### config.mk
export PLATFORM = sky130hd
export DESIGN_NAME = bcd_seq_conv
export DESIGN_NICKNAME = d
export VERILOG_FILES = /design/src/rtl/bcd_conv_pkg.sv /design/src/rtl/bcd_ctrl.sv /design/src/rtl/bcd_bin_shifter.sv /design/src/rtl/bcd_accum.sv /design/src/rtl/bcd_seq_conv.sv
export SDC_FILE = /design/constraint.sdc
export NUM_CORES = 1
export LEC_CHECK = 0
export ABC_AREA = 1
export BUFFER_PORTS_ARGS = -buffer_cell sky130_fd_sc_hd__buf_2
export CELL_PAD_IN_SITES_DETAIL_PLACEMENT = 1
export CELL_PAD_IN_SITES_GLOBAL_PLACEMENT = 1
export CORE_MARGIN = 2
export CORE_UTILIZATION = 43
export DETAILED_ROUTE_END_ITERATION = 10
export PLACE_DENSITY_LB_ADDON = 0.25
export SKIP_LAST_GASP = 1
export SYNTH_ARGS = -nofsm -noshare
export SYNTH_HDL_FRONTEND = slang
export SYNTH_SLANG_ARGS = --single-unit
### constraint.sdc
create_clock -name clk -period 4.6 [get_ports clk]
set_clock_uncertainty 0.1 [all_clocks]
set_input_delay 0.23 -clock clk [delete_from_list [all_inputs] [get_ports clk]]
set_output_delay 0.23 -clock clk [all_outputs]
set_load 0.02 [all_outputs]
### src/rtl/bcd_conv_pkg.sv
package bcd_conv_pkg;

    localparam int NIBBLE_W = 4;

    typedef enum logic [0:0] {
        ST_IDLE = 1'b0,
        ST_RUN  = 1'b1
    } conv_state_e;

    typedef struct packed {
        logic                carry;
        logic [NIBBLE_W-1:0] digit;
    } digit_res_t;

    // One decimal digit: 2*d + cin, corrected back into 0..9 with carry out.
    function automatic digit_res_t dbl_digit(input logic [NIBBLE_W-1:0] d,
                                             input logic cin);
        digit_res_t         r;
        logic [NIBBLE_W:0]  s;
        s = {d, cin};
        if (s > 5'd9) begin
            r.digit = s[NIBBLE_W-1:0] + 4'd6;
            r.carry = 1'b1;
        end else begin
            r.digit = s[NIBBLE_W-1:0];
            r.carry = 1'b0;
        end
        return r;
    endfunction

endpackage

### src/rtl/bcd_ctrl.sv
module bcd_ctrl
    import bcd_conv_pkg::*;
#(
    parameter int BIN_W = 16
) (
    input  logic clk,
    input  logic rst,
    input  logic start_i,
    output logic load_o,
    output logic step_o,
    output logic busy_o,
    output logic done_o
);
    localparam int CNT_W = $clog2(BIN_W + 1);
    localparam logic [CNT_W-1:0] LAST_STEP = CNT_W'(BIN_W - 1);

    conv_state_e      state_q;
    logic [CNT_W-1:0] step_cnt_q;
    logic             done_q;

    assign load_o = start_i && (state_q == ST_IDLE);
    assign step_o = (state_q == ST_RUN);

    always_ff @(posedge clk) begin
        if (rst) begin
            state_q    <= ST_IDLE;
            step_cnt_q <= '0;
            done_q     <= 1'b0;
        end else begin
            done_q <= 1'b0;
            case (state_q)
                ST_IDLE: begin
                    if (start_i) begin
                        state_q    <= ST_RUN;
                        step_cnt_q <= '0;
                    end
                end
                ST_RUN: begin
                    if (step_cnt_q == LAST_STEP) begin
                        state_q <= ST_IDLE;
                        done_q  <= 1'b1;
                    end else begin
                        step_cnt_q <= step_cnt_q + 1'b1;
                    end
                end
                default: state_q <= ST_IDLE;
            endcase
        end
    end

    assign busy_o = step_o;
    assign done_o = done_q;

endmodule

### src/rtl/bcd_bin_shifter.sv
module bcd_bin_shifter #(
    parameter int BIN_W = 16
) (
    input  logic             clk,
    input  logic             rst,
    input  logic             load_i,
    input  logic             step_i,
    input  logic [BIN_W-1:0] bin_i,
    output logic             msb_o
);
    logic [BIN_W-1:0] word_q;

    always_ff @(posedge clk) begin
        if (rst) begin
            word_q <= '0;
        end else if (load_i) begin
            word_q <= bin_i;
        end else if (step_i) begin
            word_q <= {word_q[BIN_W-2:0], 1'b0};
        end
    end

    assign msb_o = word_q[BIN_W-1];

endmodule

### src/rtl/bcd_accum.sv
module bcd_accum
    import bcd_conv_pkg::*;
#(
    parameter int DIGITS = 6
) (
    input  logic                       clk,
    input  logic                       rst,
    input  logic                       clear_i,
    input  logic                       step_i,
    input  logic                       bit_i,
    output logic [NIBBLE_W*DIGITS-1:0] acc_o
);
    localparam int ACC_W = NIBBLE_W * DIGITS;

    logic [ACC_W-1:0] acc_q;
    logic [ACC_W-1:0] acc_nxt;

    // Ripple the decimal carry from the lowest digit upward; the shifted-out
    // bit enters as the carry into digit 0.
    always_comb begin
        logic       c;
        digit_res_t r;
        c       = bit_i;
        acc_nxt = '0;
        for (int i = 0; i < DIGITS; i++) begin
            r = dbl_digit(acc_q[i*NIBBLE_W +: NIBBLE_W], c);
            acc_nxt[i*NIBBLE_W +: NIBBLE_W] = r.digit;
            c = r.carry;
        end
    end

    always_ff @(posedge clk) begin
        if (rst || clear_i) begin
            acc_q <= '0;
        end else if (step_i) begin
            acc_q <= acc_nxt;
        end
    end

    assign acc_o = acc_q;

endmodule

### src/rtl/bcd_seq_conv.sv
module bcd_seq_conv
    import bcd_conv_pkg::*;
#(
    parameter int BIN_W  = 16,
    parameter int DIGITS = 6
) (
    input  logic                       clk,
    input  logic                       rst,
    input  logic                       start_i,
    input  logic [BIN_W-1:0]           bin_i,
    output logic                       busy_o,
    output logic                       done_o,
    output logic [NIBBLE_W*DIGITS-1:0] bcd_o
);
    logic load_w;
    logic step_w;
    logic msb_w;

    bcd_ctrl #(.BIN_W(BIN_W)) u_ctrl (
        .clk     (clk),
        .rst     (rst),
        .start_i (start_i),
        .load_o  (load_w),
        .step_o  (step_w),
        .busy_o  (busy_o),
        .done_o  (done_o)
    );

    bcd_bin_shifter #(.BIN_W(BIN_W)) u_shift (
        .clk    (clk),
        .rst    (rst),
        .load_i (load_w),
        .step_i (step_w),
        .bin_i  (bin_i),
        .msb_o  (msb_w)
    );

    bcd_accum #(.DIGITS(DIGITS)) u_acc (
        .clk     (clk),
        .rst     (rst),
        .clear_i (load_w),
        .step_i  (step_w),
        .bit_i   (msb_w),
        .acc_o   (bcd_o)
    );

endmodule

; ---- Yosys cells after proc, flatten, opt, wreduce, memory -nomap -nowiden
; Index checks and enable logic that the tools add are counted.
; Widths: inputs -> output; s select.
[op_classes]
addsub = 7
magnitude_cmp = 6
n_eq_ne = 3
n_mux = 15
bitwise = 1
n_reduce_logical = 5
[op_table]
columns = op, count
row1 = $mux 5, 7
row2 = $mux 16, 2
row3 = $gt 5x4->1 const B, 6
row4 = $add 4x3->4 const B, 6
row5 = $pmux 5 s2, 1
row6 = $add 5x1->5 const B, 1
row7 = $eq 5x4->1 const B, 1
row8 = $mux 4, 1
row9 = $ne 2x2->1 const B, 2
row10 = $mux 1, 3
row11 = $pmux 1 s2, 1
row12 = $reduce_and 2->1, 1
row13 = $reduce_bool 2->1, 1
row14 = $reduce_or 2->1, 1
row15 = $logic_and 1x1->1, 1
row16 = $logic_or 1x1->1, 1
row17 = $not 1->1, 1
[totals]
regBits = 47
in_bits = 19
out_inout_bits = 26

; ---- Longest topological paths before layout
; Gate-level depths: netlist of run 1.
[depth]
depth_word = 12
ltp_mapped = 20
mapped_depth_nobuf = 20

; ---- Cells and area by module
; Synthesis of run 1 repeated with hierarchy kept, for this count alone.
[hier_totals]
hier_cells = 391
area_unflattened_um2 = 2725.1
[by_module_without_submodules]
columns = module, instances, cells_per_inst, area_per_inst_um2, seq_area_each_um2
row1 = bcd_accum, 1, 216, 1551.5, 480.5
row2 = bcd_bin_shifter, 1, 121, 799.5, 320.3
row3 = bcd_ctrl, 1, 54, 374.1, 140.1

; ---- Least setup slack after synthesis of run 1
; OpenSTA, ideal clock, no wires.
[synth_timing]
kind = reg2reg
start = register u_acc.acc_q[0], in the netlist u_acc.acc_o[0]
end = register u_acc.acc_q[22], in the netlist u_acc.acc_o[22]
arrival_ns = 2.008
t_required_ns = 4.369
slack_ns = 2.361
stages_incl_launch_ff = 19
path_buffers = 0
period_less_slack_ns = 2.239
cell_sequence = dfxtp_1 > inv_1 > ha_1 > inv_1 > a21oi_1 > nand2_1 > nand3_2 > nand2_2 > nand3_2 > nand2_2 > nand3_2 > nand2_2 > nand3_2 > nand2_2 > nand4_2 > nand2_2 > nand2_1 > nand3_1 > a21oi_2
[synth_via]
elab_chain_len = 12
elab_cells_between_ends = 13
cone_classes = add/sub: 1 / order compare: 6 / mux: 6
[synth_lines]
columns = item, line_no
row1 = start: declaration, bcd_accum.sv:15  ; logic [ACC_W-1:0] acc_q;
row2 = start signal: assignment, bcd_accum.sv:36  ; acc_q <= acc_nxt;
row3 = $gt 5x4->1 (*), bcd_conv_pkg.sv:21  ; if (s > 5'd9) begin
row4 = $mux 5 (*), bcd_conv_pkg.sv:21
row5 = $gt 5x4->1 (*), bcd_conv_pkg.sv:21
row6 = $mux 5 (*), bcd_conv_pkg.sv:21
row7 = $gt 5x4->1 (*), bcd_conv_pkg.sv:21
row8 = $mux 5 (*), bcd_conv_pkg.sv:21
row9 = $gt 5x4->1 (*), bcd_conv_pkg.sv:21
row10 = $mux 5 (*), bcd_conv_pkg.sv:21
row11 = $gt 5x4->1 (*), bcd_conv_pkg.sv:21
row12 = $mux 5 (*), bcd_conv_pkg.sv:21
row13 = $add 4x3->4 or $gt 5x4->1 (tied branches), "bcd_conv_pkg.sv:22, bcd_conv_pkg.sv:21"
row14 = $mux 4 (*), bcd_conv_pkg.sv:21
; Every way passes the cells marked *; elsewhere a longest branch is shown, timed or not.
; A chain may end at the register's enable or synchronous reset.

; ---- Final worst setup path of run 1
[layout_timing]
start = register u_ctrl.state_q, in the netlist u_ctrl.busy_o
end = register u_acc.acc_q[1], in the netlist u_acc.acc_o[1]
[layout_via]
elab_chain_len = 3
[layout_lines]
columns = item, line_no
row1 = start: declaration, bcd_ctrl.sv:17  ; conv_state_e state_q;
row2 = start signal: assignment, bcd_ctrl.sv:26  ; state_q <= ST_IDLE;
row3 = start signal: assignment, bcd_ctrl.sv:34  ; state_q <= ST_RUN;
row4 = start signal: assignment, bcd_ctrl.sv:40  ; state_q <= ST_IDLE;
row5 = $not 1->1 (no source line), -
row6 = $logic_and 1x1->1, bcd_ctrl.sv:21  ; assign load_o = start_i && (state_q == ST_IDLE);
row7 = $logic_or 1x1->1, bcd_accum.sv:33  ; if (rst || clear_i) begin
; Several ways; a longest one is shown, not always the timed one.

==> qor.tcl, run 1 <==
set qor(worst_hold_path.num_cells) 3
set qor(cts_buffer_depth) 2
set qor(final.period_utilization) 0.5263
set qor(clk_latency_ns) 0.31
set qor(post_route_cells_drive_above_1_share) 0.1931
set qor(timing.final.setup_violations) 0
set qor(count_of_antenna_violating_nets_left_after_detailed_routing) 0
set qor(clock_transition_at_the_register_clock_pins_on_the_worst_setup_and_hold_paths_after_cts_ns) 0.09
set qor(synthDistinctLibCells) 30
set qor(final_max_slew_viol_count) 0
set qor(dp_hpwl_um) 4974
set qor(r2r.worst_path.cells) 6
set qor(startpoint) {u_ctrl.busy_o}
set qor(hold-path-endpoint) {u_shift.word_q[0]}
set qor(criticalPathCategory) {reg -> reg}
set qor(power.leakage_nw) 1.468
set qor(crit_family) {simple AND/OR/NAND/NOR gates}
set qor(vias_per_cell) 5.098
set qor(syn_area_per_cell_sq_um) 7.102
set qor(critical-path-max-stage-delay_ns) 0.69
set qor(grt_start_max_net_pins) 38
set qor(placeableCoreArea_sq_um) 5851
set qor(worstReg2RegEnd) {u_acc.acc_o[1]}
set qor(synth_seq_area_share) 0.3640
set qor(grt_setup_unrepaired) {no}
set qor(grt_pass1_wl_um) 11020
set qor(cts-root-buf) {sky130_fd_sc_hd__clkbuf_8}
set qor(die_area_sq_um) 6648
set qor(timing.slew.headroom) 0.3565
set qor(postSynthNetCount) 396
set qor(regArea_sq_um) 940.9
set qor(tightest_slew_ns) 0.9617
set qor(synth_top_flop_cell) {sky130_fd_sc_hd__dfxtp_1}
set qor(syn-cell-area_sq_um) 2585
set qor(overflow) 0
set qor(global_route.usage.met2) 0.4000
set qor(post-route-drc-count) 0
set qor(first_global_vias) 2476
set qor(wl_per_cell_um) 13.69
set qor(power_per_cell_area_nw_per_um2) 306.6
set qor(timing.fmax_mhz) 413.0
set qor(die_extent_in_x_um) 81.54
set qor(routabilityCongestion) 0.8357
set qor(area_added_between_synthesis_and_finish_pct) 14.76
set qor(placed_cells_incl_taps) 472
set qor(htree_num_levels) 2
set qor(crit_path_start_kind) {flip-flop}
set qor(synth_warnings) 0
set qor(ys_seq_elements) 47
set qor(regToRegStartpoint) {u_ctrl.busy_o}
set qor(finalNetCount) 436
set qor(drv.max_cap_violation_count) 0
set qor(die_h_um) 81.54
set qor(number_of_hold_buffers_added_after_cts) 0
set qor(irDropWorstVdd_v) 0.0001123
set qor(cp-end-kind) {flip-flop}
set qor(final_util) 0.5071
set qor(first_pass_iters) 4
set qor(total_negative_slack_ns) 0
set qor(grt_usage) 0.2101
set qor(outcome) {finished clean}
set qor(postRouteWirelength_um) 6559
set qor(min_period_ns) 2.421
set qor(mostFrequentLayoutCells) {sky130_fd_sc_hd__inv_1, sky130_fd_sc_hd__nand2_1, sky130_fd_sc_hd__dfxtp_1}
set qor(hp-class) {in -> reg}
set qor(tritoncts) {yes}
set qor(cts.repair_timing.setup_buffer_count) 0
set qor(total_power_w) 0.0009095
set qor(layout_commonest_cell) {sky130_fd_sc_hd__inv_1}
set qor(met1_usage_in_global_routing) 0.2395
set qor(multiInputGateArea_sq_um) 1301
set qor(number_of_buffer_and_inverter_instances_along_the_worst_setup_path) 2
set qor(synth_cells) 364
set qor(route.vias.total) 2442
set qor(cts.repair.resized) 0
set qor(floorplan.io_pins) 45
set qor(required_ns) 4.71
set qor(grt-busiest-layer) {met2}
set qor(antenna_cells_inserted) 0
set qor(hold_path.startpoint) {bin_i[0]}
set qor(layout.cells.non_filler) 479
set qor(synth-edff-count) 0
set qor(initial_detailed_routing_violation_count) 98
set qor(crit_path_max_fanout) 15
set qor(start_util) 0.4418
set qor(worst_path_max_delay_cell) {sky130_fd_sc_hd__nor2_1}
set qor(met3_use_gr) 0.04066
set qor(core.rowCount) 28
set qor(grt_antenna_before_repair) 0
set qor(timing.reg2reg.setup_slack_ns) 2.18
set qor(port_buffers) 44
set qor(worst-endpoint-arrival_ns) 2.53
set qor(async_reset_ff_frac) 0
set qor(critical_path.cell_chain) {nor2_1, nor2_1, inv_1, a21oi_1, o21ai_0, inv_1}
set qor(report.final.hold_viol_count) 0
set qor(fill_cells) 788
set qor(numClockSinks) 47
set qor(cts-buffers-inserted) 5
==> metal layers <==
layer  share of wire  vias up
met5               0        -
met4          0.0099        0
met3           0.033        7
met2            0.53       34
met1            0.43     1159
li1                -     1242
==> cell type report <==
class,instances,share of cell area
Tap cell,75,0.03163
Inverter,78,0.09869
Clock buffer,6,0.02446
Clock inverter,1,0.01012
Multi-Input combinational cell,226,0.4386
Timing Repair Buffer,46,0.07929
Sequential cell,47,0.3172
==> worst max-delay path by stage <==
stage / end / cells after the start
after floorplan: u_acc.acc_o[22] / 18
after global placement: u_acc.acc_o[5] / 8
after detailed placement: u_acc.acc_o[17] / 8
after CTS: u_acc.acc_o[17] / 6
after global routing: u_acc.acc_o[1] / 6
final: u_acc.acc_o[1] / 6
==> synth_stat cells (2+ instances only) <==
cell,instances,share of area
sky130_fd_sc_hd__or2_2,4,0.0097
sky130_fd_sc_hd__nor2_2,2,0.0048
sky130_fd_sc_hd__inv_1,76,0.11
sky130_fd_sc_hd__a31oi_1,6,0.015
sky130_fd_sc_hd__xor2_1,7,0.024
sky130_fd_sc_hd__nand3_1,13,0.025
sky130_fd_sc_hd__nand3_2,10,0.039
sky130_fd_sc_hd__buf_1,2,0.0029
sky130_fd_sc_hd__nand2_2,7,0.017
sky130_fd_sc_hd__or2_1,2,0.0048
sky130_fd_sc_hd__clkbuf_1,10,0.015
sky130_fd_sc_hd__a21oi_1,24,0.046
sky130_fd_sc_hd__nor3_1,4,0.0077
sky130_fd_sc_hd__dfxtp_1,47,0.36
sky130_fd_sc_hd__ha_1,13,0.063
sky130_fd_sc_hd__nand2_1,60,0.087
sky130_fd_sc_hd__o21ai_0,26,0.050
sky130_fd_sc_hd__o211ai_1,6,0.017
sky130_fd_sc_hd__o221ai_1,10,0.034
sky130_fd_sc_hd__nor2_1,25,0.036
==> state kept, by name (all words and copies together), names as in the netlist <==
name and cells:
u_shift.word_q 16, u_acc.acc_o 24, u_ctrl.step_cnt_q 5, u_ctrl.done_o 1, u_ctrl.busy_o 1
==> worst min-delay path: stages <==
cell and delay, ns:
sky130_fd_sc_hd__buf_2 0.10, sky130_fd_sc_hd__nand2_1 0.06, sky130_fd_sc_hd__a21oi_1 0.05
==> through the flow <==
stage | area, sq um | setup slack, ns | hold slack [ns]
floorplan | 2585 | 2.361 | 0.2748
global placement | 2864 | 2.078 | 0.3495
detailed placement | 2864 | 2.027 | 0.3734
CTS | 2967 | 2.147 | 0.07023
global route | 2967 | 1.855 | 0.08382
finish | 2967 | 2.179 | 0.07265
==> cells by family after synthesis <==
logic type | after synthesis | share of synthesized area
adders and majority gates | 13 | 0.06293
and+or+nand+nor | 129 | 0.2386
AOI/OAI and AO/OA | 76 | 0.1747
buffers and inverters | 91 | 0.1326
DFF | 47 | 0.3640
xor gates and xnor gates | 8 | 0.02711
==> power breakdown <==
part | internal (W) | total (W) | switching, W | leakage (nW)
Clock | 0.000160 | 0.000303 | 0.000143 | 0.0513
Sequential | 0.000428 | 0.000445 | 0.0000168 | 0.384
Combinational | 0.0000531 | 0.000162 | 0.000109 | 1.03
Total | 0.000641 | 0.000910 | 0.000269 | 1.47
No activity file was read; power rests on OpenSTA's default activity.
==> run 2: changes to the inputs <==
Settings changed: CORE_UTILIZATION 43 to 36.
Clock period 4.6 ns to 2 ns, I/O delays scaled along.
==> run 2 against run 1 <==
Effect of this change: via count increased by 6.8%; design area increased by 18%; sequential power increased by 130%; critical endpoint is now u_acc.acc_o[19]; clock-buffer cell count increased by 1; total power increased by 140%; highest routed layer unchanged; largest cell class unchanged; routed wire length increased by 12%; first-iteration DRC count decreased by 51%; the flow now finishes with violations (setup timing).
==> qor.tcl, run 2 (synthesized netlist as in run 1, its figures left out) <==
set qor(outcome) {complete, but fails checks}
set qor(failed_checks) {setup timing}
set qor(timing.final.setup_violations) 9 ;# +9
set qor(core.rowCount) 30 ;# +7.1%
set qor(postRouteWirelength_um) 7371 ;# +12%
set qor(htree_num_levels) 2 ;# unchanged
set qor(required_ns) 2.11 ;# -2.60 ns
set qor(drv.max_cap_violation_count) 0 ;# unchanged
set qor(crit_path_start_kind) {flip-flop}
set qor(met3_wirelength_um) 218 ;# +1.4%
set qor(layout_setup_ws_ns) -0.1812 ;# -2.360 ns
set qor(cts_buffer_depth) 2 ;# unchanged
set qor(mostFrequentLayoutCells) {sky130_fd_sc_hd__inv_1, sky130_fd_sc_hd__nand2_1, sky130_fd_sc_hd__buf_2}
set qor(grt_pass1_wl_um) 12320 ;# +12%
set qor(final_util) 0.5078 ;# +0.0007750
set qor(final.period_utilization) 1.091 ;# +0.5643
set qor(worst_hold_path.num_cells) 5 ;# +2
set qor(hp-class) {in -> reg}
set qor(finalHoldWorstSlack_ns) 0.007071 ;# -0.06558 ns
set qor(final_max_slew_viol_count) 0 ;# unchanged
set qor(floorplan.io_pins) 45 ;# unchanged
set qor(routabilityCongestion) 0.8011 ;# -4.1%
set qor(tritoncts) {yes}
set qor(timing.fmax_mhz) 458.5 ;# +11%
set qor(overflow) 0 ;# unchanged
set qor(dr.max_layer_used) {met4}
set qor(dp_hpwl_um) 5276 ;# +6.1%
set qor(report.final.hold_viol_count) 0 ;# unchanged
set qor(grt_start_max_net_pins) 34 ;# -11%
set qor(grt_antenna_before_repair) 0 ;# unchanged
set qor(criticalPathCategory) {reg -> reg}
set qor(clk_latency_ns) 0.30 ;# about the same
set qor(finalNetCount) 477 ;# +9.4%
set qor(fill_cells) 886 ;# +12%
set qor(initial_detailed_routing_violation_count) 48 ;# -51%
set qor(finalInstanceArea_sq_um) 3488 ;# +18%
set qor(largest_register_ff_count) 24 ;# unchanged
set qor(route.vias.total) 2607 ;# +6.8%
set qor(power_per_cell_area_nw_per_um2) 627.6 ;# +100%
set qor(first_global_vias) 2753 ;# +11%
set qor(placeableCoreArea_sq_um) 6869 ;# +17%
set qor(power.leakage_nw) 1.684 ;# +15%
set qor(layout_commonest_cell) {sky130_fd_sc_hd__inv_1}
set qor(wl_per_cell_um) 13.60 ;# -0.68%
set qor(irDropWorstVdd_v) 0.0002686 ;# +140%
set qor(die_area_sq_um) 7874 ;# +18%
set qor(drt-met1-wl_um) 3171 ;# +13%
set qor(clock_transition_at_the_register_clock_pins_on_the_worst_setup_and_hold_paths_after_cts_ns) 0.08 ;# about the same
set qor(cts-buffers-inserted) 5 ;# unchanged
set qor(cts-root-buf) {sky130_fd_sc_hd__clkbuf_8}
set qor(met2_length_um) 3842 ;# +11%
set qor(area_added_between_synthesis_and_finish_pct) 34.95
set qor(min_period_ns) 2.181 ;# -0.2398 ns
set qor(count_of_antenna_violating_nets_left_after_detailed_routing) 0 ;# unchanged
set qor(tightest_slew_ns) 0.5158 ;# -0.4459 ns
set qor(start_util) 0.3763 ;# -0.06551
set qor(post_route_cells_drive_above_1_share) 0.2960 ;# +0.1029
set qor(numClockSinks) 47 ;# unchanged
set qor(placed_cells_incl_taps) 518 ;# +9.7%
set qor(cp-end-kind) {flip-flop}
set qor(die_extent_in_x_um) 88.74 ;# +8.8%
set qor(die_h_um) 88.74 ;# +8.8%
set qor(grt_setup_unrepaired) {yes}
set qor(crit_path_max_fanout) 4 ;# -11
set qor(post-route-drc-count) 0 ;# unchanged
set qor(worst-endpoint-arrival_ns) 2.29 ;# -0.24 ns
set qor(grt_usage) 0.2017 ;# -0.008317
set qor(port_buffers) 44 ;# unchanged
set qor(timing.slew.headroom) 0.6557 ;# +0.2992
set qor(r2r.worst_path.cells) 17 ;# +11
set qor(vias_per_cell) 4.810 ;# -5.7%
set qor(total_negative_slack_ns) -0.8280 ;# -0.8280 ns
set qor(layout.cells.non_filler) 542 ;# +13%
set qor(first_pass_iters) 4 ;# unchanged
set qor(antenna_cells_inserted) 0 ;# unchanged
set qor(placement.cell_area_sq_um) 3153 ;# +10%
run 2: cell count changes in the layout (fill, tap and decap cells not counted), moves of 3 or more:
cell                            delta
sky130_fd_sc_hd__nand2_4           +6
sky130_fd_sc_hd__ha_1              -3
sky130_fd_sc_hd__buf_4            +32
sky130_fd_sc_hd__nand3_2           -4
sky130_fd_sc_hd__o21ai_0           -3
sky130_fd_sc_hd__dfxtp_1           -6
sky130_fd_sc_hd__inv_1             -3
sky130_fd_sc_hd__dfxtp_2           +4
sky130_fd_sc_hd__dlygate4sd3_1     +8
sky130_fd_sc_hd__nand2_1           -5
sky130_fd_sc_hd__nand3_4           +5
run 2: per-layer routing:
metal  vias to the layer above  track usage
met5                         -            0
met4                         0      0.06749
met3                         9      0.03451
met2                        39       0.3847
met1                      1240       0.2234
li1                       1319            -
run 2: worst paths after layout:
| path | endpoint | slack [ns] | from |
|---|---|---|---|
| max | u_acc.acc_o[19] | -0.18 | u_acc.acc_o[4] |
| min | u_shift.word_q[11] | 0.007 | bin_i[11] |
| max reg2reg | u_acc.acc_o[19] | -0.18 | u_acc.acc_o[4] |
| min reg2reg | u_ctrl.step_cnt_q[4] | 0.36 | u_ctrl.step_cnt_q[4] |
run 2: metrics by stage:
stage / total power (W) / worst slack, ns
2_1_floorplan: 0.001313 / -0.03759
5_1_grt: 0.002330 / -0.3128
3_5_place_dp: 0.001476 / -0.1610
3_3_place_gp: 0.001456 / -0.06892
6_report: 0.002189 / -0.1812
4_1_cts: 0.002207 / -0.1454
run 2: power breakdown:
part / internal (W) / switching [W]
logic: 0.000184 / 0.000287
clock network: 0.000374 / 0.000323
registers: 0.000984 / 0.0000369
total: 0.00154 / 0.000646
run 2: cell type report:
cell class	instances	area (sq um)	share of cell area
clock buffers	7	76.32	0.02188
multi-input cells	226	1439	0.4125
flip-flops and latches	47	953.4	0.2733
clock inverters	1	30.03	0.008608
repair buffers	87	566.8	0.1625
well taps	96	120.1	0.03443
inverters	78	302.8	0.08680
run 2: critical path, cell delays in order, from the launching register on:
cell and delay [ns]:
sky130_fd_sc_hd__dfxtp_2 0.33, sky130_fd_sc_hd__inv_1 0.10, sky130_fd_sc_hd__ha_2 0.20, sky130_fd_sc_hd__inv_1 0.06, sky130_fd_sc_hd__a21oi_2 0.18, sky130_fd_sc_hd__nand2_4 0.10
sky130_fd_sc_hd__nand3_4 0.09, sky130_fd_sc_hd__nand2_4 0.07, sky130_fd_sc_hd__nand3_4 0.07, sky130_fd_sc_hd__nand2_4 0.06, sky130_fd_sc_hd__nand3_2 0.08, sky130_fd_sc_hd__nand2_4 0.07
sky130_fd_sc_hd__buf_4 0.15, sky130_fd_sc_hd__nand2_4 0.08, sky130_fd_sc_hd__nor2_4 0.03, sky130_fd_sc_hd__xor2_1 0.14, sky130_fd_sc_hd__o21ai_1 0.11, sky130_fd_sc_hd__inv_1 0.04
run 2: timing repair:
| item | 4_1_cts | 5_1_grt |
|---|---|---|
| hold buffers | 8 | 0 |
| setup buffers | 5 | 3 |
| gates cloned | 0 | 0 |
| hold endpoints to repair | 11 | 0 |
| setup endpoints to repair | 7 | 16 |
| gates resized for setup | 8 | 14 |
| pin swaps | 5 | 3 |
